**src/rtl/pdb_pkg.sv**
```systemverilog
package pdb_pkg;
  localparam int REG_AW = 5;
  localparam int RW     = 32;
  localparam int PB_W   = 16;
  localparam int NCHIP  = 2;

  // word addresses; bank offsets follow the order cfg, on/off, cycle, dcy0..2
  localparam logic [REG_AW-1:0] A_SYSCFG  = 5'd0;
  localparam logic [REG_AW-1:0] A_SYSSTAT = 5'd1;
  localparam logic [REG_AW-1:0] A_CTRL    = 5'd2;
  localparam logic [REG_AW-1:0] A_PIXCNT  = 5'd3;
  localparam logic [REG_AW-1:0] A_SKIP    = 5'd4;
  localparam logic [REG_AW-1:0] A_CMD     = 5'd5;
  localparam logic [REG_AW-1:0] A_PARAM   = 5'd6;
  localparam logic [REG_AW-1:0] A_DATA    = 5'd7;
  localparam logic [REG_AW-1:0] A_READ    = 5'd8;
  localparam logic [REG_AW-1:0] A_STAT    = 5'd9;
  localparam int                BANK_BASE = 10;
  localparam int                BANK_REGS = 6;
  localparam logic [REG_AW-1:0] A_VSW     = 5'd22;
  localparam logic [REG_AW-1:0] A_HSW     = 5'd23;

  localparam logic [RW-1:0] CFG_RST    = 32'h0031_0000;
  localparam logic [RW-1:0] CFG_MASK   = 32'h003F_1FFF;
  localparam logic [RW-1:0] ONOFF_MASK = 32'h3FFF_FFFF;
  localparam logic [RW-1:0] CYC_MASK   = 32'h0FFF_FFFF;
  localparam logic [RW-1:0] DCY_MASK   = 32'h0F1F_0F1F;
  localparam logic [4:0]    SYS_MASK   = 5'h19;
  localparam logic [3:0]    CTRL_RST   = 4'h2;

  typedef enum logic [1:0] {OP_WR1, OP_WR2, OP_RD} beat_op_e;
endpackage

```
**src/rtl/pdb_timing_bank.sv**
```systemverilog
module pdb_timing_bank
  import pdb_pkg::*;
(
  input  logic          clk,
  input  logic          rst_n,
  input  logic          clr_i,
  input  logic          we_i,
  input  logic [2:0]    sel_i,
  input  logic [RW-1:0] wdata_i,
  output logic [RW-1:0] rdata_o,
  output logic [1:0]    csel_o
);
  localparam int NDCY = BANK_REGS - 3;

  logic [RW-1:0] cfg_q, onoff_q, cyc_q;
  logic [RW-1:0] dcy_q [NDCY];

  always_ff @(posedge clk or negedge rst_n) begin
    if (!rst_n) begin
      cfg_q   <= CFG_RST;
      onoff_q <= '0;
      cyc_q   <= '0;
      for (int i = 0; i < NDCY; i++) dcy_q[i] <= '0;
    end else if (clr_i) begin
      cfg_q   <= CFG_RST;
      onoff_q <= '0;
      cyc_q   <= '0;
      for (int i = 0; i < NDCY; i++) dcy_q[i] <= '0;
    end else if (we_i) begin
      case (sel_i)
        3'd0:    cfg_q   <= wdata_i & CFG_MASK;
        3'd1:    onoff_q <= wdata_i & ONOFF_MASK;
        3'd2:    cyc_q   <= wdata_i & CYC_MASK;
        default: begin
          for (int i = 0; i < NDCY; i++)
            if (sel_i == 3'(i + 3)) dcy_q[i] <= wdata_i & DCY_MASK;
        end
      endcase
    end
  end

  always_comb begin
    case (sel_i)
      3'd0:    rdata_o = cfg_q;
      3'd1:    rdata_o = onoff_q;
      3'd2:    rdata_o = cyc_q;
      default: begin
        rdata_o = '0;
        for (int i = 0; i < NDCY; i++)
          if (sel_i == 3'(i + 3)) rdata_o = dcy_q[i];
      end
    endcase
  end

  assign csel_o = cfg_q[3:2];
endmodule

```
**src/rtl/pdb_beat_engine.sv**
```systemverilog
module pdb_beat_engine
  import pdb_pkg::*;
(
  input  logic             clk,
  input  logic             rst_n,
  input  logic             go_i,
  input  beat_op_e         op_i,
  input  logic             dc_i,
  input  logic [NCHIP-1:0] cs_i,
  input  logic [2*PB_W-1:0] wdata_i,
  output logic             busy_o,
  output logic             done_o,
  output logic [PB_W-1:0]  rword_o,
  output logic [NCHIP-1:0] pb_cs,
  output logic             pb_dc,
  output logic             pb_wr,
  output logic             pb_rd,
  output logic [PB_W-1:0]  pb_wdata,
  input  logic [PB_W-1:0]  pb_rdata,
  input  logic [NCHIP-1:0] pb_ready
);
  typedef enum logic [1:0] {E_IDLE, E_ACT, E_GAP} eng_st_e;
  eng_st_e        st_q;
  logic           second_q;
  logic [PB_W-1:0] hi_q;
  logic           all_ready;

  assign all_ready = &(pb_ready | ~pb_cs);
  assign done_o    = (st_q == E_ACT) && all_ready && !second_q;
  assign busy_o    = (st_q != E_IDLE);
  assign rword_o   = pb_rdata;

  always_ff @(posedge clk or negedge rst_n) begin
    if (!rst_n) begin
      st_q     <= E_IDLE;
      second_q <= 1'b0;
      hi_q     <= '0;
      pb_cs    <= '0;
      pb_dc    <= 1'b0;
      pb_wr    <= 1'b0;
      pb_rd    <= 1'b0;
      pb_wdata <= '0;
    end else begin
      case (st_q)
        E_IDLE: if (go_i) begin
          st_q     <= E_ACT;
          pb_cs    <= cs_i;
          pb_dc    <= dc_i;
          pb_wr    <= (op_i != OP_RD);
          pb_rd    <= (op_i == OP_RD);
          pb_wdata <= wdata_i[PB_W-1:0];
          hi_q     <= wdata_i[2*PB_W-1:PB_W];
          second_q <= (op_i == OP_WR2);
        end
        E_ACT: if (all_ready) begin
          pb_wr <= 1'b0;
          pb_rd <= 1'b0;
          if (second_q) begin
            st_q     <= E_GAP;
            second_q <= 1'b0;
            pb_wdata <= hi_q;
          end else begin
            st_q  <= E_IDLE;
            pb_cs <= '0;
          end
        end
        E_GAP: begin
          pb_wr <= 1'b1;
          st_q  <= E_ACT;
        end
        default: st_q <= E_IDLE;
      endcase
    end
  end

  p_rw_excl_r6: assert property (@(posedge clk) disable iff (!rst_n)
    !(pb_wr && pb_rd));
  p_read_onehot_r6: assert property (@(posedge clk) disable iff (!rst_n)
    pb_rd |-> ($countones(pb_cs) == 1));
  p_strobe_cs_r3: assert property (@(posedge clk) disable iff (!rst_n)
    (pb_wr || pb_rd) |-> (pb_cs != '0));
  p_hold_r3: assert property (@(posedge clk) disable iff (!rst_n)
    (pb_wr && !all_ready) |=> (pb_wr && $stable(pb_wdata) && $stable(pb_cs) && $stable(pb_dc)));
endmodule

```
**src/rtl/pdb_frame_ctl.sv**
```systemverilog
module pdb_frame_ctl #(
  parameter int PIX_W = 32
) (
  input  logic             clk,
  input  logic             rst_n,
  input  logic             clr_i,
  input  logic             cnt_we_i,
  input  logic [PIX_W-1:0] cnt_wdata_i,
  input  logic             tick_i,
  input  logic             trig_i,
  input  logic             en_i,
  input  logic             byp_i,
  input  logic             mode_ok_i,
  input  logic             clash_i,
  output logic [PIX_W-1:0] count_o,
  output logic             busy_o,
  output logic             fetch_start_o,
  output logic             frame_done_o
);
  logic start_go;
  assign start_go = trig_i && en_i && !byp_i && mode_ok_i && !clash_i && !busy_o;

  always_ff @(posedge clk or negedge rst_n) begin
    if (!rst_n) begin
      count_o       <= '0;
      busy_o        <= 1'b0;
      fetch_start_o <= 1'b0;
      frame_done_o  <= 1'b0;
    end else if (clr_i) begin
      count_o       <= '0;
      busy_o        <= 1'b0;
      fetch_start_o <= 1'b0;
      frame_done_o  <= 1'b0;
    end else begin
      fetch_start_o <= start_go;
      frame_done_o  <= 1'b0;
      if (start_go) busy_o <= 1'b1;
      if (cnt_we_i) begin
        count_o <= cnt_wdata_i;
      end else if (tick_i && (count_o != '0)) begin
        count_o <= count_o - 1'b1;
        if ((count_o == PIX_W'(1)) && busy_o) begin
          busy_o       <= 1'b0;
          frame_done_o <= 1'b1;
        end
      end
    end
  end

  p_done_pulse_r11: assert property (@(posedge clk) disable iff (!rst_n)
    frame_done_o |=> !frame_done_o);
  p_done_after_busy_r11: assert property (@(posedge clk) disable iff (!rst_n)
    frame_done_o |-> (!busy_o && $past(busy_o) && (count_o == '0)));
  p_start_edge_r9: assert property (@(posedge clk) disable iff (!rst_n)
    fetch_start_o |-> (busy_o && !$past(busy_o)));
endmodule

```
**src/rtl/pdisp_bridge.sv**
```systemverilog
module pdisp_bridge
  import pdb_pkg::*;
#(
  parameter int PIX_W  = 32,
  parameter int LINE_W = 11,
  parameter int SYNC_W = 16
) (
  input  logic              clk,
  input  logic              rst_n,
  input  logic              reg_valid,
  output logic              reg_ready,
  input  logic              reg_write,
  input  logic [REG_AW-1:0] reg_addr,
  input  logic [RW-1:0]     reg_wdata,
  output logic [RW-1:0]     reg_rdata,
  input  logic              ctl_mode_i,
  output logic [NCHIP-1:0]  pb_cs_o,
  output logic              pb_dc_o,
  output logic              pb_wr_o,
  output logic              pb_rd_o,
  output logic [PB_W-1:0]   pb_wdata_o,
  input  logic [PB_W-1:0]   pb_rdata_i,
  input  logic [NCHIP-1:0]  pb_ready_i,
  output logic              fetch_start_o,
  output logic              frame_done_o
);
  logic [3:0]        ctrl_q;
  logic [4:0]        sys_q;
  logic [LINE_W-1:0] skip_q;
  logic [SYNC_W-1:0] vsw_q, hsw_q;
  logic [PB_W-1:0]   rx_q;

  logic hit_sys, hit_ctrl, hit_pix, hit_skip, hit_cmd, hit_param, hit_data;
  logic hit_read, hit_stat, hit_vsw, hit_hsw, rd_kind, bus_kind;
  logic [1:0] chip_sel;
  logic need_bus, eng_go, eng_busy, eng_done, commit, soft_clr, tick, clash;
  beat_op_e          eng_op;
  logic              eng_dc;
  logic [NCHIP-1:0]  eng_cs;
  logic [PB_W-1:0]   eng_rword;
  logic [PIX_W-1:0]  pix_count;
  logic              busy;

  assign hit_sys   = (reg_addr == A_SYSCFG);
  assign hit_ctrl  = (reg_addr == A_CTRL);
  assign hit_pix   = (reg_addr == A_PIXCNT);
  assign hit_skip  = (reg_addr == A_SKIP);
  assign hit_cmd   = (reg_addr == A_CMD);
  assign hit_param = (reg_addr == A_PARAM);
  assign hit_data  = (reg_addr == A_DATA);
  assign hit_read  = (reg_addr == A_READ);
  assign hit_stat  = (reg_addr == A_STAT);
  assign hit_vsw   = (reg_addr == A_VSW);
  assign hit_hsw   = (reg_addr == A_HSW);
  assign rd_kind   = hit_read || hit_stat;
  assign bus_kind  = hit_cmd || hit_param || hit_data || rd_kind;
  assign chip_sel  = ctrl_q[3:2];

  // access handshake
  assign need_bus  = reg_valid && reg_write && bus_kind && (chip_sel != 2'b00);
  assign eng_go    = need_bus && !eng_busy;
  assign reg_ready = reg_valid && (!need_bus || eng_done);
  assign commit    = reg_valid && reg_write && reg_ready;
  assign soft_clr  = commit && hit_sys && reg_wdata[1];
  assign tick      = commit && (hit_data || rd_kind);

  assign eng_op = hit_data ? OP_WR2 : (rd_kind ? OP_RD : OP_WR1);
  assign eng_dc = !(hit_cmd || hit_stat);
  assign eng_cs = rd_kind ? (chip_sel[0] ? 2'b01 : 2'b10) : chip_sel;

  pdb_beat_engine u_eng (
    .clk(clk), .rst_n(rst_n), .go_i(eng_go), .op_i(eng_op), .dc_i(eng_dc),
    .cs_i(eng_cs), .wdata_i(reg_wdata), .busy_o(eng_busy), .done_o(eng_done),
    .rword_o(eng_rword), .pb_cs(pb_cs_o), .pb_dc(pb_dc_o), .pb_wr(pb_wr_o),
    .pb_rd(pb_rd_o), .pb_wdata(pb_wdata_o), .pb_rdata(pb_rdata_i),
    .pb_ready(pb_ready_i)
  );

  // per-chip timing banks
  logic [RW-1:0]    bank_rd  [NCHIP];
  logic [1:0]       bank_cs  [NCHIP];
  logic [NCHIP-1:0] bank_hit;

  for (genvar g = 0; g < NCHIP; g++) begin : g_bank
    localparam logic [REG_AW-1:0] BASE = REG_AW'(BANK_BASE + g * BANK_REGS);
    logic [REG_AW-1:0] off;
    assign off         = reg_addr - BASE;
    assign bank_hit[g] = (off < REG_AW'(BANK_REGS));
    pdb_timing_bank u_bank (
      .clk(clk), .rst_n(rst_n), .clr_i(soft_clr),
      .we_i(commit && bank_hit[g]), .sel_i(off[2:0]), .wdata_i(reg_wdata),
      .rdata_o(bank_rd[g]), .csel_o(bank_cs[g])
    );
  end

  assign clash = |(bank_cs[0] & bank_cs[1]);

  pdb_frame_ctl #(.PIX_W(PIX_W)) u_frame (
    .clk(clk), .rst_n(rst_n), .clr_i(soft_clr),
    .cnt_we_i(commit && hit_pix), .cnt_wdata_i(reg_wdata[PIX_W-1:0]),
    .tick_i(tick), .trig_i(commit && hit_ctrl && reg_wdata[4]),
    .en_i(reg_wdata[0]), .byp_i(reg_wdata[1]), .mode_ok_i(ctl_mode_i),
    .clash_i(clash), .count_o(pix_count), .busy_o(busy),
    .fetch_start_o(fetch_start_o), .frame_done_o(frame_done_o)
  );

  always_ff @(posedge clk or negedge rst_n) begin
    if (!rst_n) begin
      ctrl_q <= CTRL_RST;
      sys_q  <= '0;
      skip_q <= '0;
      vsw_q  <= '0;
      hsw_q  <= '0;
      rx_q   <= '0;
    end else if (soft_clr) begin
      ctrl_q <= CTRL_RST;
      sys_q  <= reg_wdata[4:0] & SYS_MASK;
      skip_q <= '0;
      vsw_q  <= '0;
      hsw_q  <= '0;
    end else if (commit) begin
      if (hit_sys)  sys_q  <= reg_wdata[4:0] & SYS_MASK;
      if (hit_ctrl) ctrl_q <= reg_wdata[3:0];
      if (hit_skip) skip_q <= reg_wdata[LINE_W-1:0];
      if (hit_vsw)  vsw_q  <= reg_wdata[SYNC_W-1:0];
      if (hit_hsw)  hsw_q  <= reg_wdata[SYNC_W-1:0];
      if (eng_done && rd_kind) rx_q <= eng_rword;
    end
  end

  always_comb begin
    reg_rdata = '0;
    if (hit_sys)       reg_rdata = RW'(sys_q);
    else if (reg_addr == A_SYSSTAT) reg_rdata = RW'({busy, 7'b0, 1'b1});
    else if (hit_ctrl) reg_rdata = RW'(ctrl_q);
    else if (hit_pix)  reg_rdata = RW'(pix_count);
    else if (hit_skip) reg_rdata = RW'(skip_q);
    else if (rd_kind)  reg_rdata = RW'(rx_q);
    else if (hit_vsw)  reg_rdata = RW'(vsw_q);
    else if (hit_hsw)  reg_rdata = RW'(hsw_q);
    else begin
      for (int i = 0; i < NCHIP; i++)
        if (bank_hit[i]) reg_rdata = bank_rd[i];
    end
  end

  p_start_mode_r10: assert property (@(posedge clk) disable iff (!rst_n)
    fetch_start_o |-> (ctrl_q[0] && !ctrl_q[1]));
  p_ready_bus_r3: assert property (@(posedge clk) disable iff (!rst_n)
    (reg_ready && need_bus) |-> (pb_wr_o || pb_rd_o));
endmodule

```
**config.mk**
```make
export PLATFORM = sky130hd
export DESIGN_NAME = pdisp_bridge
export DESIGN_NICKNAME = d
export VERILOG_FILES = /design/src/rtl/pdb_pkg.sv /design/src/rtl/pdb_timing_bank.sv /design/src/rtl/pdb_beat_engine.sv /design/src/rtl/pdb_frame_ctl.sv /design/src/rtl/pdisp_bridge.sv
export SDC_FILE = /design/constraint.sdc
export NUM_CORES = 1
export LEC_CHECK = 0
export ABC_AREA = 0
export CAP_MARGIN = 10
export CELL_PAD_IN_SITES_DETAIL_PLACEMENT = 0
export CELL_PAD_IN_SITES_GLOBAL_PLACEMENT = 1
export CORE_UTILIZATION = 30
export DETAILED_ROUTE_END_ITERATION = 6
export PLACE_DENSITY = 0.55
export SKIP_CTS_REPAIR_TIMING = 1
export SYNTH_ARGS = -nofsm -noshare
export SYNTH_HDL_FRONTEND = slang
export SYNTH_SLANG_ARGS = --single-unit
```
**constraint.sdc**
```tcl
create_clock -name clk -period 7.75 [get_ports clk]
set_input_delay 2.325 -clock clk [delete_from_list [all_inputs] [get_ports clk]]
set_output_delay 2.325 -clock clk [all_outputs]
set_load 0.005 [all_outputs]
```
==> results of run 1 <==
[final timing paths]
| kind | startpoint | end |
|---|---|---|
| max | reg_addr[4] | reg_rdata[4] |
| min | g_bank[1].u_bank.cfg_q[16] | g_bank[1].u_bank.cfg_q[16] |
| max reg2reg | u_eng.st_q[1] | g_bank[1].u_bank.onoff_q[5] |
| min reg2reg | g_bank[1].u_bank.cfg_q[16] | g_bank[1].u_bank.cfg_q[16] |
| max in group asynchronous | rst_n | u_eng.pb_wdata[10] |
| min in group asynchronous | rst_n | u_eng.pb_wr |
[power breakdown]
group / leakage [µW] / internal [µW] / switching, µW
Clock: 0.000810 / 1390 / 968
Sequential: 0.00538 / 2470 / 302
Combinational: 0.00418 / 613 / 735
Total: 0.0104 / 4470 / 2000
[cell families (layout without fill, tap and decap cells)]
group | Yosys count | after routing | share of synthesized area
AOI/OAI and AO/OA | 603 | 603 | 0.174
muxes | 158 | 158 | 0.0898
DFF | 403 | 403 | 0.490
and+or+nand+nor | 940 | 940 | 0.196
xor gates and xnor gates | 6 | 6 | 0.00255
buffers and inverters | 206 | 330 | 0.0432
adders and majority gates | 9 | 9 | 0.00546
[metrics by stage]
step | setup TNS [ns] | cells | utilization | hold slack [ns]
after CTS | -0.362 | 3321 | 0.364 | 0.492
after global routing | 0 | 3322 | 0.365 | 0.515
final | 0 | 3322 | 0.365 | 0.491
after global placement | -0.216 | 3229 | 0.340 | 0.476
after detailed placement | -0.282 | 3229 | 0.340 | 0.481
after floorplan | 0 | 2325 | - | 0.453
[state kept, by name (all words and copies together), names as in the netlist, 3 cells and up]
name and flops:
g_bank.u_bank.onoff_q 60, vsw_q 16, g_bank.u_bank.cyc_q 56, g_bank.u_bank.dcy_q 108, u_eng.pb_wdata 16, u_eng.hi_q 16
g_bank.u_bank.cfg_q 38, hsw_q 16, rx_q 16, u_frame.count_o 32, sys_q 3, ctrl_q 4
skip_q 11
[critical path, cell delays in order]
cell and delay (ns):
clkdlybuf4s50_1 0.40, buf_4 0.18, or3_1 0.31, nand4b_1 0.11, buf_4 0.20, a221oi_1 0.10
a2111oi_0 0.84, o31ai_1 0.19, clkdlybuf4s50_1 0.49
[routing by layer]
layer	up-vias	share of wire	wire length [µm]
met5	-	0.0016	138
met4	2	0.043	3630
met3	155	0.057	4820
met2	590	0.45	38000
met1	9293	0.45	37400
li1	8239	-	-
[placed cells by master, fill, tap and decap left out, types with 11 or more instances in the layout]
cell,Yosys,layout
clkbuf_8,0,12
o22ai_1,15,15
a221oi_1,19,17
clkbuf_1,113,12
clkinv_2,0,11
inv_1,11,11
dfrtp_1,396,396
a22oi_1,16,16
nand3_1,48,48
nor3_1,25,22
o21ai_0,74,74
clkbuf_16,0,51
a21oi_1,320,320
o311ai_1,12,12
buf_12,0,11
nor2_1,70,69
mux2i_1,42,42
mux2_2,95,95
o211ai_1,17,17
o21ai_1,46,46
buf_4,3,98
a211oi_1,14,14
nand2_1,706,706
clkdlybuf4s50_1,0,110
mux4_2,11,11
[cell type report]
class / count / area (µm²) / share of cell area
Inverter: 13 / 48.8 / 0.00198
Clock buffer: 75 / 1490 / 0.0602
Clock inverter: 17 / 148 / 0.00598
Tap cell: 873 / 1090 / 0.0443
Multi-Input combinational cell: 1716 / 9690 / 0.393
Timing Repair Buffer: 225 / 2120 / 0.0861
Sequential cell: 403 / 10100 / 0.409
==> flow_metrics.env, run 1 <==
export IMPL_fillers=6852
export IMPL_grtUsageTotal=0.240
export IMPL_clock_sinks=403
export IMPL_synthCells=2325
export IMPL_start_kind="input port"
export IMPL_antenna_found_initial=1
export IMPL_r2r_cells=8
export IMPL_grt_busiest_layer="met2"
export IMPL_vias=18279
export IMPL_cp_end_kind="output pin"
export IMPL_ys_ff_latch=403
export IMPL_synth_area_top_cells="dfrtp_1 (48%), nand2_1 (13%), a21oi_1 (7.8%)"
export IMPL_synth_cell_types=87
export IMPL_p_leak_uw=0.0104
export IMPL_whs_path_depth=2
export IMPL_cts_tree="built"
export IMPL_layout_nets=2477
export IMPL_relSlewSlack=0.210
export IMPL_period_share=0.966
export IMPL_io_pins=116
export IMPL_finalWorstSetupSlack_ns=0.262
export IMPL_grt_pass1_wl_um=124000
export IMPL_yosysTopAreaCellShare=0.481
export IMPL_violations="DRC"
export IMPL_clock_skew_ns=0.0194
export IMPL_area_delta_synth_final_pct=19.7
export IMPL_syn_area_um2=20600
export IMPL_yosysMostFrequentCell="nand2_1"
export IMPL_critPathKind="input port to output pin"
export IMPL_status="complete, but fails checks"
export IMPL_rows=95
export IMPL_path_clk_slew_ns=0.06
export IMPL_coreArea_um2=67600
export IMPL_clock_latency_ns=0.60
export IMPL_rrSetupSlack_ns=3.72
export IMPL_placement_io_buffers=115
export IMPL_grt_overflow=0
export IMPL_syn_nets=2394
export IMPL_yosysWarnings=0
export IMPL_cts_buffer_depth=3
export IMPL_dp_hpwl_um=57000
export IMPL_rsz0062_at_grt="false"
export IMPL_synth_top_cell_by_area="dfrtp_1"
export IMPL_dr_pass1_iters=7
export IMPL_grt_use_met3=0.0383
export IMPL_grt_pass1_vias=17829
export IMPL_dieArea_um2=69800
export IMPL_maxCapViolations=0
export IMPL_hold_class="flip-flop to flip-flop"
export IMPL_gp_congestion=0.897
export IMPL_synth_ff_type="dfrtp_1"
export IMPL_fmax_mhz=134
export IMPL_arrival_ns=5.16
export IMPL_wl_per_cell_um=25.3
export IMPL_viasPerCell=5.50
export IMPL_use_met1=0.330
export IMPL_die_width_um=264
export IMPL_setup_viol=0
export IMPL_critPathMaxFanout=11
export IMPL_cts_made_buffers=49
export IMPL_worst_pin_slew_ns=1.18
export IMPL_synth_seq_area_share=0.490
export IMPL_total_power_uw=6480
export IMPL_start_util=0.305
export IMPL_power_density_nw_per_um2=262
export IMPL_routed_wl_um=83900
export IMPL_drive_gt1_frac=0.142
export IMPL_required_ns=5.43
export IMPL_ir_drop_mv=0.119
export IMPL_drv_slew=0
export IMPL_ant_nets=0
export IMPL_drc=1
export IMPL_place_area_um2=23000
export IMPL_grt_max_degree=155
export IMPL_fin_crit_ns=7.49
export IMPL_final_hold_viol_count=0
export IMPL_cts_root_buffer="clkbuf_16"
export IMPL_drt_initial_drc_count=1589
export IMPL_antennaDiodeCount=0
export IMPL_cts_max_level=2
export IMPL_postLayoutCellArea_um2=24700
export IMPL_die_h_um=264
export IMPL_synth_edff_count=0
export IMPL_place_worst_setup_slack_ns=-0.118
export IMPL_grtUsageMet2=0.372
export IMPL_synthArstFlopShare=1.00
export IMPL_synth_top_cells_by_count="nand2_1 (706), dfrtp_1 (396), a21oi_1 (320)"
export IMPL_avgSynthCellArea_um2=8.87
(Power assumes the default switching activity.)
==> run 2, diff against run 1 <==
--- a/config.mk
+++ b/config.mk
@@ -9,6 +9,7 @@
 export CAP_MARGIN = 10
 export CELL_PAD_IN_SITES_DETAIL_PLACEMENT = 0
 export CELL_PAD_IN_SITES_GLOBAL_PLACEMENT = 1
+export CORE_MARGIN = 2
 export CORE_UTILIZATION = 30
 export DETAILED_ROUTE_END_ITERATION = 6
 export PLACE_DENSITY = 0.55
==> flow_metrics.env, run 2 (same netlist as run 1, synthesis figures left out) <==
export IMPL_status="complete, no violations"
export IMPL_ant_nets=0
export IMPL_worst_pin_slew_ns=1.21
export IMPL_drt_initial_drc_count=1828
export IMPL_p_leak_uw=0.0103
export IMPL_final_common_cell="nand2_1"
export IMPL_multi_input_area_um2=9690
export IMPL_clock_skew_ns=0.0155
export IMPL_final_hold_viol_count=0
export IMPL_critPathMaxFanout=6
export IMPL_grt_pass1_wl_um=123000
export IMPL_maxCapViolations=0
export IMPL_vias=17943
export IMPL_cts_max_level=2
export IMPL_antennaDiodeCount=0
export IMPL_viasPerCell=5.40
export IMPL_largest_reg_flops=108
export IMPL_ir_drop_mv=0.139
export IMPL_cts_tree="built"
export IMPL_cts_made_buffers=49
export IMPL_drc=0
export IMPL_coreArea_um2=68300
export IMPL_rsz0062_at_grt="false"
export IMPL_critPathKind="input port to output pin"
export IMPL_timing_rr_start="u_eng.st_q[1]"
export IMPL_routed_wl_um=82900
export IMPL_clock_latency_ns=0.60
export IMPL_dp_hpwl_um=56300
export IMPL_required_ns=5.43
export IMPL_cts_buffer_depth=3
export IMPL_path_clk_slew_ns=0.05
export IMPL_grt_overflow=0
export IMPL_regMostFlops="g_bank.u_bank.dcy_q"
export IMPL_fin_crit_ns=7.63
export IMPL_wl_per_cell_um=25.0
export IMPL_grtUsageTotal=0.234
export IMPL_die_width_um=266
export IMPL_startpoint="reg_addr[2]"
export IMPL_dr_pass1_iters=6
export IMPL_antenna_found_initial=1
export IMPL_final_cell_mix="nand2_1 (706), dfrtp_1 (396), a21oi_1 (320)"
export IMPL_arrival_ns=5.31
export IMPL_dieArea_um2=70800
export IMPL_grt_pass1_vias=17720
export IMPL_final_util=0.361
export IMPL_regArea_um2=10100
export IMPL_finalWorstSetupSlack_ns=0.116
export IMPL_timing_hold_ws_ns=0.488
export IMPL_clock_sinks=403
export IMPL_cp_end_kind="output pin"
export IMPL_power_density_nw_per_um2=263
export IMPL_cts_root_buffer="clkbuf_16"
export IMPL_place_worst_setup_slack_ns=0.146
export IMPL_dp_cells=3236
export IMPL_start_kind="input port"
export IMPL_fmax_mhz=131
export IMPL_relSlewSlack=0.194
export IMPL_setup_tns_ns=0
export IMPL_layout_nets=2474
export IMPL_start_util=0.302
export IMPL_io_pins=116
export IMPL_die_h_um=266
export IMPL_setup_viol=0
export IMPL_grt_max_degree=141
export IMPL_fillers=6944
export IMPL_drive_gt1_frac=0.140
export IMPL_min_from="u_eng.pb_dc"
export IMPL_placement_io_buffers=115
export IMPL_largestRegisters="g_bank.u_bank.dcy_q x108, g_bank.u_bank.onoff_q x60, g_bank.u_bank.cyc_q x56"
export IMPL_area_delta_synth_final_pct=19.6
export IMPL_final_cells=3321
export IMPL_gp_congestion=0.872
export IMPL_drv_slew=0
export IMPL_period_share=0.985
export IMPL_rows=96
export IMPL_hold_class="flip-flop to flip-flop"
==> run 2: cell count changes in the layout (fill, tap and decap cells not counted), sizes merged <==
| cell | before | now |
|---|---|---|
| clkinv | 11 | 6 |
| buf | 113 | 110 |
| bufinv | 2 | 5 |
| clkbuf | 75 | 73 |
| clkdlybuf4s50 | 110 | 112 |
| clkinvlp | 2 | 0 |
| dlymetal6s2s | 2 | 0 |
| inv | 15 | 14 |
==> run 2: final cells by class <==
type	instances	area share
Clock buffer	73	0.0596
Clock inverter	12	0.00766
Inverter	13	0.00198
Multi-Input combinational cell	1716	0.393
Sequential cell	403	0.409
Tap cell	882	0.0447
Timing Repair Buffer	222	0.0839
==> run 2: path summary, 6_finish.rpt <==
path                                                to  slack, ns  cells past startpoint
setup / recovery                         reg_rdata[14]       0.12                     10
hold / removal                             u_eng.pb_dc       0.49                      2
setup reg to reg           g_bank[1].u_bank.onoff_q[5]       3.67                      8
hold reg to reg                            u_eng.pb_dc       0.49                      2
max in group asynchronous   g_bank[1].u_bank.dcy_q[56]       4.60                      2
min in group asynchronous                u_eng.hi_q[2]       1.71                      1
==> run 2: metrics by stage <==
stage	cell area [µm²]	power, µW
floorplan	20600	3510
global placement	23000	4090
detailed placement	23000	4120
CTS	24600	6560
global route	24700	6810
finish	24700	6500
==> run 2: worst max-delay path: stages <==
cell and delay [ns]:
clkdlybuf4s50_1 0.53, buf_4 0.22, or3_1 0.36, nand4b_1 0.16, or2_0 0.44, nor2_1 0.10
a2111oi_0 0.46, buf_4 0.20, o21ai_1 0.06, clkdlybuf4s50_1 0.44
==> run 2: routing by layer <==
metal / part of all wire / track usage / routed length, µm / up-vias
met5: 0 / 0 / 0 / -
met4: 0.028 / 0.0685 / 2310 / 0
met3: 0.052 / 0.0324 / 4280 / 113
met2: 0.48 / 0.386 / 39700 / 529
met1: 0.44 / 0.319 / 36700 / 9068
li1: - / - / - / 8233
==> run 2: power by group <==
group / total (µW) / switching [µW] / internal [µW] / leakage (µW)
combinational: 1330 / 714 / 611 / 0.00414
clock: 2410 / 948 / 1460 / 0.000819
sequential: 2760 / 287 / 2470 / 0.00538
